===== config.mk =====
export PLATFORM = sky130hd
export DESIGN_NAME = rd_out_pipe
export DESIGN_NICKNAME = d
export VERILOG_FILES = /design/src/rtl/rd_out_pipe.sv
export SDC_FILE = /design/constraint.sdc
export NUM_CORES = 1
export LEC_CHECK = 0
export ABC_AREA = 1
export CORE_UTILIZATION = 45
export DETAILED_ROUTE_END_ITERATION = 8
export DONT_BUFFER_PORTS = 1
export GPL_TIMING_DRIVEN = 0
export SLEW_MARGIN = 0
export SYNTH_ARGS = -nofsm -noshare
export SYNTH_HDL_FRONTEND = slang
export SYNTH_SLANG_ARGS = --single-unit

===== constraint.sdc =====
create_clock -name clk -period 1.5 [get_ports clk]
set_input_delay 0.075 -clock clk [delete_from_list [all_inputs] [get_ports clk]]
set_output_delay 0.075 -clock clk [all_outputs]
set_load 0.05 [all_outputs]

===== src/rtl/rd_out_pipe.sv =====
module rd_out_pipe #(
  parameter int DW = 36
) (
  input  logic          clk,
  input  logic          rst_n,
  input  logic          sleep,
  input  logic          mode_pipe,
  input  logic          mode_dual,
  input  logic          oe_n,
  input  logic          cmd_rd,
  input  logic          cmd_wr,
  input  logic          cmd_desel,
  input  logic [DW-1:0] rd_data,
  output logic [DW-1:0] dq_out,
  output logic          dq_drive
);

  logic          st_in, st1, st2;
  logic          s1_rd, s1_wr;
  logic [DW-1:0] dout_q;
  logic          rd_lvl, pre_lvl, base_on;

  // drive state after the commands seen so far; write beats deselect beats read
  assign st_in = (cmd_wr | cmd_desel) ? 1'b0 : (cmd_rd ? 1'b1 : st1);

  always_ff @(posedge clk or negedge rst_n) begin
    if (!rst_n) begin
      st1    <= 1'b0;
      st2    <= 1'b0;
      s1_rd  <= 1'b0;
      s1_wr  <= 1'b0;
      dout_q <= '0;
    end else if (!sleep) begin
      st1   <= st_in;
      st2   <= st1;
      s1_rd <= cmd_rd & ~cmd_wr & ~cmd_desel;
      s1_wr <= cmd_wr;
      if (s1_rd) dout_q <= rd_data;
    end
  end

  // stage at read depth, and the stage one shallower
  assign rd_lvl  = mode_pipe ? st2 : st1;
  assign pre_lvl = mode_pipe ? st1 : st_in;
  assign base_on = rd_lvl & (mode_dual | pre_lvl);

  assign dq_drive = base_on & ~oe_n & ~sleep & ~cmd_wr & ~s1_wr;
  assign dq_out   = dq_drive ? (mode_pipe ? dout_q : rd_data) : '0;

  AST_DCD_PIPE_OFF: assert property (@(posedge clk) disable iff (!rst_n)
    (mode_pipe && mode_dual && cmd_desel && !cmd_wr && !sleep ##1 !sleep) |=> !dq_drive);

  AST_SCD_PIPE_OFF: assert property (@(posedge clk) disable iff (!rst_n)
    (mode_pipe && !mode_dual && cmd_desel && !sleep) |=> !dq_drive);

  AST_SCD_FLOW_OFF: assert property (@(posedge clk) disable iff (!rst_n)
    (!mode_pipe && !mode_dual && cmd_desel) |-> !dq_drive);

  AST_OE_GATE: assert property (@(posedge clk) disable iff (!rst_n)
    $rose(dq_drive) |-> !oe_n);

  AST_WR_CUT: assert property (@(posedge clk) disable iff (!rst_n)
    (cmd_wr && !sleep) |=> !dq_drive);

  AST_SLEEP_HOLD: assert property (@(posedge clk) disable iff (!rst_n)
    sleep |=> ($stable(dout_q) && $stable(st1) && $stable(st2)));

endmodule


# Word level (Yosys, flattened, before mapping)
# Cells that the tools add are included.
[word_totals] reg_bits=40 latchBits=0 ram_bits=0 mem_bits_ro=0 input_bits=45 memories=0
[op_classes] addsub=0 multipliers=0 n_div=0 order_cmp=0 n_eq_ne=0 shifts=0 muxes=6 bitwise_logic=14 reduce_logical=1
[ops] op="2-to-1 mux 36 bit" count=2
[ops] op="AND 1 bit" count=7
[ops] op="inverter 1 bit" count=5
[ops] op="2-to-1 mux 1 bit" count=4
[ops] op="bitwise OR 1 bit" count=2
[ops] op="AND reduction 2 bit" count=1

# Depth between registers and ports, before layout
# Gate-level depths: netlist of run 1.
[depth] depth_word=10 depth_mapped=7 mapped_depth_nobuf=6

# Worst setup path after synthesis of run 1
# Ideal clock, no wire load.
[synth_path] path_type="register -> output" start="reg s1_wr" end="out dq_out[10]" t_arrival_ns=1.562 path_slack_ns=-0.137 stages_incl_launch_ff=7 n_path_buf=1 path_cell_list="dfrtp_1 > nor2_1 > o21ai_0 > nor2_2 > nand2_4 > buf_6 > nor2_1"
[synth_via] elab_chain_len=3
[synth_rtl] element="start: declaration" line_no="19" source="logic s1_rd, s1_wr;"
[synth_rtl] element="start signal: assignment" line_no="37" source="s1_wr <= cmd_wr;"
[synth_rtl] element="inverter 1 bit" line_no="47" source="assign dq_drive = base_on & ~oe_n & ~sleep & ~cmd_wr & ~s1_wr;"
[synth_rtl] element="AND 1 bit" line_no="47"
[synth_rtl] element="2-to-1 mux 36 bit" line_no="48" source="assign dq_out = dq_drive ? (mode_pipe ? dout_q : rd_data) : '0;"
[synth_rtl] element="end: declaration" line_no="14" source="output logic [DW-1:0] dq_out,"
# No other way between the ends.

# Worst setup path in the final report of run 1
[layout_path] start="reg s1_wr" end="out dq_out[13]"
# Same word-level chain as after synthesis.

==> results of run 1 <==
## cell type report
type,count,area [um^2]
repair buffers,50,520
clock buffers,8,90.1
well taps,52,65.1
flip-flops and latches,40,1000
plain buffers,18,121
inverters,41,158
fillers,372,1360
multi-input cells,200,1130
## placed cells by master (no fill, tap or decap)
cell type,count
inv_1,40
buf_2,9
a22oi_1,1
a21oi_1,36
dfrtp_1,40
nor2_2,2
buf_16,1
o21ai_0,39
nand2_2,2
nor2_1,40
buf_8,2
clkbuf_8,6
buf_12,2
or2_2,1
nand2_4,1
clkbuf_1,7
o21ai_1,2
buf_4,4
nand2_1,41
nor2_4,35
clkinvlp_4,1
dlygate4sd3_1,45
## sequential cells by signal, summed over array words and instances, names as in the netlist
name    cells
dout_q     36
s1_rd       1
s1_wr       1
st1         1
st2         1
## power by group through the flow
| stage | clock network (W) | logic (W) | registers (W) |
|---|---|---|---|
| 2_1_floorplan | 0 | 0.000394 | 0.00145 |
| 3_3_place_gp | 0 | 0.000459 | 0.00147 |
| 3_5_place_dp | 0 | 0.000473 | 0.00148 |
| 4_1_cts | 0.000766 | 0.000684 | 0.00146 |
| 5_1_grt | 0.000808 | 0.000782 | 0.00150 |
| 6_report | 0.000743 | 0.000691 | 0.00147 |
## worst max-delay path by stage
stage / slack, ns / from / cells past startpoint / endpoint
finish: -0.21 / s1_wr$_DFFE_PN0N_ / 6 / dq_out[13]
global route: -0.29 / s1_wr$_DFFE_PN0N_ / 6 / dq_out[13]
CTS: -0.22 / s1_wr$_DFFE_PN0N_ / 6 / dq_out[30]
detailed placement: -0.25 / s1_wr$_DFFE_PN0N_ / 6 / dq_out[30]
global placement: -0.25 / s1_wr$_DFFE_PN0N_ / 6 / dq_out[34]
floorplan: -0.14 / s1_wr$_DFFE_PN0N_ / 6 / dq_out[10]
## layer usage
metal / track usage [%] / wire length, um / up-vias
met5: 0 / 0 / -
li1: - / - / 1043
met1: 30.8 / 2580 / 958
met2: 43.1 / 2820 / 64
met4: 7.11 / 72 / 0
met3: 6.13 / 275 / 8
## metrics by stage
| stage | util (%) | std cells |
|---|---|---|
| final | 69.5 | 409 |
| after global routing | 69.5 | 409 |
| after CTS | 69.1 | 407 |
| after detailed placement | 49.8 | 350 |
| after global placement | 49.8 | 350 |
| after floorplan | - | 298 |
## critical path: cells and delay by family, from the launching register on
| kind | cells | cell delay, ns |
|---|---|---|
| AO/OA/AOI/OAI | 1 | 0.08 |
| buffers and inverters | 1 | 0.20 |
| AND/OR/NAND/NOR | 4 | 0.66 |
| flip-flops | 1 | 0.39 |
## kinds of logic (layout without fill, tap and decap cells)
logic type	after synthesis	after routing	synth area share (%)
simple gates	121	122	22.5
compound gates	78	78	18.4
flops	40	40	46.9
buf+inv	59	117	12.1
## repair_timing
item | CTS | global route
hold buffers | 46 | 0
pin swaps | 5 | 4
setup buffers | 1 | 2
hold endpoints to repair | 80 | 0
cloned | 2 | 0
endpoints found under the setup margin | 37 | 37
gates resized for setup | 66 | 1
==> summary.txt, run 1 <==
Worst setup path
  – R2r endpoint: s1_wr$_DFFE_PN0N_
  – CP max stage cell: dfrtp_1
  – R2R cell count: 4
  – Reg2Reg Setup Slack: ~0.16 ns
  – Worst Path Required: approximately 1.4 ns
  – Crit path cell chain: nor2_1 -> o21ai_1 -> nor2_2 -> nand2_4 -> buf_8 -> nor2_4
  – Arr. time, crit path: approximately 1.6 ns
  – Setup CP Type: flip-flop to primary output
  – Max stage delay on crit path: 0.39 ns
  – Crit start category: flip-flop
  – Crit end category: primary output
  – Worst R2R Start: s1_wr$_DFFE_PN0N_
  – Crit-path max FO: 10

Clock tree
  – Num CTS Buffers: 5
  – Worst-skew pair later-pin latency: 0.29 ns
  – Clock Path Buffers: 2
  – CTS tree: built
  – CTS root buffer: clkbuf_8
  – Htree depth: 2
  – Clock transition at path regs: approximately 0.07 ns
  – Clock Sinks: 40

Power
  – Comb pwr share: 23.8%
  – Pwr Density: around 940 nW/um^2
  – Internal power: ~0.002 W
  – Clk network pwr share: 25.6%
  – Reg power frac: between 50% and 60%
  – Design Power: 0.00290 W
  – Leakage power: around 1.4 nW
  – Net Sw Power: between 0.0009 and 0.001 W
  – Worst IR Drop VDD: roughly 0.00054 V
  – Sw Ratio: a little under a third

Timing
  – RSZ-0062 raised after global routing: yes
  – Worst-margin pin slew: approximately 0.57 ns
  – Final period utilization: 114%
  – Slew Viols, Final: 0
  – Period minus WS final: roughly 1.7 ns
  – Setup violators final: 37
  – Final Hold Viols: 0
  – Max Clock Freq: slightly below 0.6 GHz
  – Setup TNS: -7.13 ns
  – Fin Hold WS: roughly 0.04 ns
  – Slew HR: 61.8%
  – Fin Clk Skew: ~0.0022 ns
  – Final worst slack: -0.211 ns

Min path
  – Hold/Removal Path Class: input port to flip-flop
  – Hold Path End: s1_rd$_DFFE_PN0N_
  – Hold_sp: sleep
  – Worst hold path stage count: 3

Synthesis
  – Post-synthesis sequential element count: 40
  – Synthesized net count: 343
  – Top cells by count, synth: 72 x nor2_1, 41 x inv_1, 41 x nand2_1
  – Most frequent cell after synthesis: nor2_1
  – Post-synth EDFFs: 0
  – Most area-consuming cells after synthesis: dfrtp_1 47%, nor2_1 13%, o21ai_0 9.4%
  – Mapped Area: roughly 2100 um^2
  – Syn_area_per_cell: 7.15 um^2
  – Yosys cell types: 16
  – Dominant cell type by area after synthesis: dfrtp_1
  – Mapped Cells: slightly below 300
  – Async SR Flop Fraction: between 90% and 100%
  – Ys flop type: dfrtp_1
  – Sequential share of the synthesized area: a little under half
  – Synth Warn #: 0
  – Yosys top cell area share: ~47%

GRT
  – Global route total overflow: 0
  – Largest net degree at the start of global routing: 41
  – Initial antenna violation count: 0
  – Overall Global Routing Usage: between 20% and 30%
  – First-pass GRT wire length: between 9 and 10 mm
  – Vias in the first global route: about 2100

Floorplanning
  – Die height: a little over 70 um
  – Die extent in x: between 70 and 80 um
  – Die Area: between 5000 and 6000 um^2
  – Initial Util: a little under half
  – Core area: between 4000 and 5000 um^2
  – Row cnt: 24
  – I/O pin total: between 80 and 90

Cells and area
  – Synth-to-layout area growth: 44.9%
  – Final instance area: between 3000 and 4000 um^2
  – Fraction of layout cells with a size suffix above 1: between 10% and 20%
  – Layout Nets: ~400
  – Antenna diodes: 0

Placement
  – Area after DPL: between 2000 and 2500 um^2
  – IO Port Bufs: 0
  – HPWL Detailed: between 3 and 4 mm
  – Placer Congestion: 0.744
  – Worst slack at placement: -0.254 ns

Routing
  – Drt wl/cell: 14.0 um
  – Final ANT Viol Nets: 0
  – TritonRoute pass-1 iters: 6
  – Via-to-Cell Ratio: between 5 and 6
  – DRC Markers: 0
  – Drt total wl: ~5.7 mm
  – Vias: 2073
  – Iter 0 DRT Violations: between 100 and 150

Status
  – Failing checks: negative setup slack
  – Status: finished, violations left

Job
  – Max-Cap Viols: 0
(Power assumes the default switching activity.)
==> run 2: changes to the inputs <==
- REMOVE_ABC_BUFFERS: not set -> 1
==> run 2 against run 1 <==
The flow finishes with violations (design-rule violations, negative setup slack); critical endpoint is now dq_out[21]; largest power group unchanged; critical path type unchanged; critical path depth is the same; sequential power about the same; final cell count is 5.4% lower; largest cell class unchanged.
==> summary.txt, run 2 (synthesized netlist as in run 1, its figures left out) <==
Status
  – Status: finished, violations left
  – Failing checks: design-rule violations, negative setup slack

Cells and area
  – Final instance area: 3000 um^2
  – Synth-to-layout area growth: 40.5%
  – Register area: ~1000 um^2
  – Fraction of layout cells with a size suffix above 1: between 10% and 20%
  – Antenna diodes: 0
  – Area of the multi-input gates: 1240 um^2
  – Most frequent cells in the layout: 40 x inv_1, 40 x nand2_1, 40 x nor2_1, 40 x dfrtp_1, 40 x dlygate4sd3_1
  – Biggest register: dout_q
  – Max reg flops: 36
  – Fillers: 360
  – Layout Nets: ~380
  – Final Non-Filler Cells: around 390

GRT
  – Overall Global Routing Usage: 23.3%
  – Largest net degree at the start of global routing: 75
  – First-pass GRT wire length: about 9 mm
  – Initial antenna violation count: 0
  – Global route total overflow: 0
  – Vias in the first global route: 1876

Worst setup path
  – CP max stage cell: dfrtp_1
  – Max stage delay on crit path: about 0.38 ns
  – Bufs and invs on worst path: 1
  – Crit path cell chain: nor2_1 -> o21ai_1 -> nor2_2 -> buf_6 -> nand2_4 -> nor2_4
  – Arr. time, crit path: between 1.5 and 2 ns
  – Crit end category: primary output
  – Crit start category: flip-flop
  – Worst Path Required: approximately 1.4 ns
  – Delay-heaviest family, CP: simple AND/OR/NAND/NOR gates
  – Crit-path max FO: 4
  – Setup CP Type: flip-flop to primary output

Routing
  – Drt wl/cell: approximately 14 um
  – Vias: 1947
  – Drt total wl: ~5.4 mm
  – Via-to-Cell Ratio: ~5
  – DRC Markers: 10
  – Iter 0 DRT Violations: 124
  – Final ANT Viol Nets: 0
  – TritonRoute pass-1 iters: 6

Clock tree
  – Htree depth: 2
  – Worst-skew pair later-pin latency: approximately 0.28 ns
  – Clock transition at path regs: 0.07 ns
  – Clock Sinks: 40
  – CTS root buffer: clkbuf_8
  – Clock Path Buffers: 2
  – CTS tree: built
  – Num CTS Buffers: 5

Power
  – Clk network pwr share: 22.7%
  – Comb pwr share: roughly a quarter
  – Pwr Density: 920 nW/um^2
  – Worst IR Drop VDD: approximately 0.00063 V
  – Leakage power: 1.33 nW
  – Sw Ratio: between 30% and 40%
  – Internal power: between 0.0015 and 0.002 W
  – Design Power: 0.00275 W
  – Reg power frac: 53.4%
  – Net Sw Power: approximately 0.00085 W

Placement
  – Worst slack at placement: -0.369 ns
  – Area after DPL: 2090 um^2
  – # placed instances: about 330
  – IO Port Bufs: 0
  – HPWL Detailed: ~2.5 mm
  – Placer Congestion: about 0.69

Timing
  – Max Clock Freq: about 0.6 GHz
  – Setup violators final: 37
  – RSZ-0062 raised after global routing: yes
  – Final period utilization: 113%
  – Final Hold Viols: 0
  – Slew HR: 58.9%
  – Worst-margin pin slew: about 0.62 ns
  – Final worst slack: -0.193 ns
  – Period minus WS final: 1.69 ns
  – Slew Viols, Final: 0
  – Setup TNS: -5.99 ns
  – Fin Clk Skew: roughly 0.0016 ns

Floorplanning
  – Initial Util: between 40% and 50%
  – Die extent in x: approximately 71 um
  – Die Area: 5020 um^2
  – I/O pin total: around 80
  – Core area: 4440 um^2
  – Die height: between 70 and 80 um
  – Row cnt: 24

Job
  – Max-Cap Viols: 0

Min path
  – Hold/Removal Path Class: input port to flip-flop
[run 2: layer usage]
layer	up-vias	share of wire, %	global-route usage, %
met1	879	45	29.8
met5	-	0	0
met4	0	0.98	5.33
li1	1007	-	-
met2	56	49	40.8
met3	5	4.4	4.84
[run 2: power by group through the flow]
stage	combinational [W]	clock [W]	sequential [W]
global placement	0.000394	0	0.00148
CTS	0.000648	0.000651	0.00146
floorplan	0.000353	0	0.00145
finish	0.000658	0.000626	0.00147
global route	0.000756	0.000704	0.00150
detailed placement	0.000414	0	0.00148
[run 2: area by class of cell]
class	count	share of cell area (%)
repair buffers	45	15.3
inverters	41	5.26
flip-flops and latches	40	33.4
well taps	52	2.17
clock buffers	5	2.30
multi-input cells	204	41.6
[run 2: worst paths after layout]
| kind | start | to | slack (ns) | cells after the start |
|---|---|---|---|---|
| setup reg to reg | s1_rd$_DFFE_PN0N_ | dout_q[30]$_DFFE_PN0P_ | 0.24 | 2 |
| max in group asynchronous | rst_n | dout_q[33]$_DFFE_PN0P_ | 1.06 | 2 |
| min in group asynchronous | rst_n | dout_q[19]$_DFFE_PN0P_ | 0.24 | 2 |
| hold reg to reg | dout_q[28]$_DFFE_PN0P_ | dout_q[28]$_DFFE_PN0P_ | 0.49 | 2 |
| hold / removal | rd_data[30] | dout_q[30]$_DFFE_PN0P_ | 0.01 | 2 |
| setup / recovery | s1_wr$_DFFE_PN0N_ | dq_out[21] | -0.19 | 6 |
[run 2: repair_timing]
item | 4_1_cts | 5_1_grt
hold endpoints to repair | 78 | 0
pin swaps | 6 | 6
cloned | 5 | 0
endpoints found under the setup margin | 73 | 37
resized for setup | 79 | 1
setup buffers | 3 | 1
hold buffers | 41 | 0
[run 2: stage by stage]
step | hold WS [ns] | util, %
2_1_floorplan | -0.221 | -
3_3_place_gp | -0.219 | 47.1
3_5_place_dp | -0.220 | 47.1
4_1_cts | 0.00358 | 67.0
5_1_grt | 0.0234 | 67.4
6_report | 0.00984 | 67.4
==> run 3: changes to the inputs <==
==> constraint.sdc (replaced) <==
create_clock -name clk -period 1.5 [get_ports clk]
set_input_delay 0.225 -clock clk [delete_from_list [all_inputs] [get_ports clk]]
set_output_delay 0.225 -clock clk [all_outputs]
set_load 0.05 [all_outputs]
==> run 3 against run 2 <==
The run still ends with design-rule violations, negative setup slack left; count of clock-buffer cells in the layout unchanged; final cell count is 10% lower; fmax is 8.2% lower; clock skew about the same; clock power about the same; flip-flop and latch count did not move; non-clock buffer count decreased by 39; largest cell class unchanged.
==> summary.txt, run 3 (synthesized netlist as in run 1, its figures left out) <==
Floorplanning
  – Core area: ~4400 um^2
  – Die height: 70.8 um
  – Die extent in x: around 71 um
  – Die Area: between 5000 and 6000 um^2
  – I/O pin total: ~80
  – Initial Util: between 40% and 50%
  – Row cnt: 24

Routing
  – Iter 0 DRT Violations: 97
  – Drt total wl: ~4.7 mm
  – TritonRoute pass-1 iters: 6
  – Met3 routed WL: 267 um
  – DRC Markers: 10
  – Final ANT Viol Nets: 0
  – Via-to-Cell Ratio: between 5 and 6
  – Vias: between 1500 and 2000
  – DR WL met2: between 2 and 2.5 mm
  – DRT met1 WL: around 2.2 mm
  – Drt wl/cell: approximately 14 um
  – Top Layer Used: met4

Timing
  – Final worst slack: -0.345 ns
  – Fin Clk Skew: 0.00151 ns
  – Slew Viols, Final: 0
  – Period minus WS final: 1.84 ns
  – Worst-margin pin slew: around 0.62 ns
  – Max Clock Freq: between 0.5 and 0.6 GHz
  – Slew HR: between 50% and 60%
  – Setup TNS: -11.20 ns
  – Fin Hold WS: 0.0427 ns
  – Final period utilization: 123%
  – Setup violators final: 37
  – RSZ-0062 raised after global routing: yes
  – Final Hold Viols: 0

Cells and area
  – Fillers: about 410
  – Max reg flops: 36
  – Biggest register: dout_q
  – Fraction of layout cells with a size suffix above 1: about 19%
  – Synth-to-layout area growth: 22.2%
  – Most frequent cells in the layout: 40 x inv_1, 40 x nand2_1, 40 x nor2_1, 40 x dfrtp_1, 39 x o21ai_0
  – Antenna diodes: 0
  – Layout Nets: around 340

Clock tree
  – Clock Sinks: 40
  – Worst-skew pair later-pin latency: about 0.28 ns
  – Num CTS Buffers: 5
  – CTS root buffer: clkbuf_8
  – Clock Path Buffers: 2
  – CTS tree: built
  – Htree depth: 2
  – Clock transition at path regs: about 0.070 ns

Worst setup path
  – Delay-heaviest family, CP: simple AND/OR/NAND/NOR gates
  – CP max stage cell: dfrtp_1
  – Crit path cell chain: nor2_1 -> o21ai_1 -> nor2_2 -> buf_6 -> nand2_8 -> nor2_4
  – Max stage delay on crit path: roughly 0.38 ns
  – Crit-path max FO: 5
  – Worst Path Required: 1.27 ns
  – Setup CP Type: flip-flop to primary output
  – Crit start category: flip-flop
  – Arr. time, crit path: about 1.6 ns
  – Crit end category: primary output
  – Bufs and invs on worst path: 1

Placement
  – HPWL Detailed: 2.55 mm
  – Placer Congestion: between 0.6 and 0.7
  – IO Port Bufs: 0

GRT
  – Global route total overflow: 0
  – First-pass GRT wire length: about 7.9 mm
  – Initial antenna violation count: 0
  – Vias in the first global route: 1592
  – Largest net degree at the start of global routing: 75
  – Overall Global Routing Usage: 20.4%

Min path
  – Hold/Removal Path Class: input port to flip-flop

Job
  – Max-Cap Viols: 0

Power
  – Pwr Density: around 1000 nW/um^2
  – Leakage power: 1.17 nW
  – Design Power: 0.00266 W
  – Worst IR Drop VDD: between 0.0006 and 0.0007 V

Status
  – Failing checks: design-rule violations, negative setup slack
  – Status: finished, violations left
run 3: cell count changes in the layout (fill, tap and decap cells not counted):
cell	change
dlygate4sd3_1	-39
run 3: final timing paths:
path / start / endpoint / slack, ns / cells past startpoint
worst min register to register: st2$_DFFE_PN0N_ / st2$_DFFE_PN0N_ / 0.48 / 2
worst min-delay path: sleep / st2$_DFFE_PN0N_ / 0.04 / 1
min in group asynchronous: rst_n / dout_q[19]$_DFFE_PN0P_ / 0.39 / 2
worst max register to register: s1_rd$_DFFE_PN0N_ / dout_q[30]$_DFFE_PN0P_ / 0.24 / 2
worst max-delay path: s1_wr$_DFFE_PN0N_ / dq_out[13] / -0.34 / 6
max in group asynchronous: rst_n / dout_q[17]$_DFFE_PN0P_ / 0.92 / 2
run 3: final cells by class:
type	count	area (um^2)	area share, %
clock buffers	5	68.8	2.64
inverters	41	158	6.05
multi-input cells	204	1240	47.8
flip-flops and latches	40	1000	38.4
well taps	52	65.1	2.50
repair buffers	6	67.6	2.59
run 3: power by group:
| group | total [W] | internal (W) | switching (W) |
|---|---|---|---|
| registers | 0.00146 | 0.00133 | 0.000130 |
| clock network | 0.000629 | 0.000300 | 0.000330 |
| logic | 0.000564 | 0.000201 | 0.000363 |
| total | 0.00266 | 0.00183 | 0.000823 |
run 3: layer usage:
layer | vias up | track usage, %
met5 | - | 0
met4 | 0 | 5.33
met3 | 5 | 5.98
met2 | 55 | 32.4
met1 | 812 | 27.7
li1 | 933 | -
run 3: timing repair:
item                       in CTS  in global routing
buffers inserted                3                  1
hold buffers                    2                  0
setup endpoints to repair      73                 37
gates resized for setup        79                  1
cloned                          5                  0
pin swaps                       6                  4
hold endpoints to repair       40                  0
run 3: stage by stage:
stage	cells	area, um^2	worst slack, ns	util, %
floorplan	280	2030	-0.289	-
global placement	332	2090	-0.521	47.1
detailed placement	332	2090	-0.519	47.1
CTS	347	2590	-0.338	58.2
global route	348	2610	-0.452	58.6
finish	348	2610	-0.345	58.6
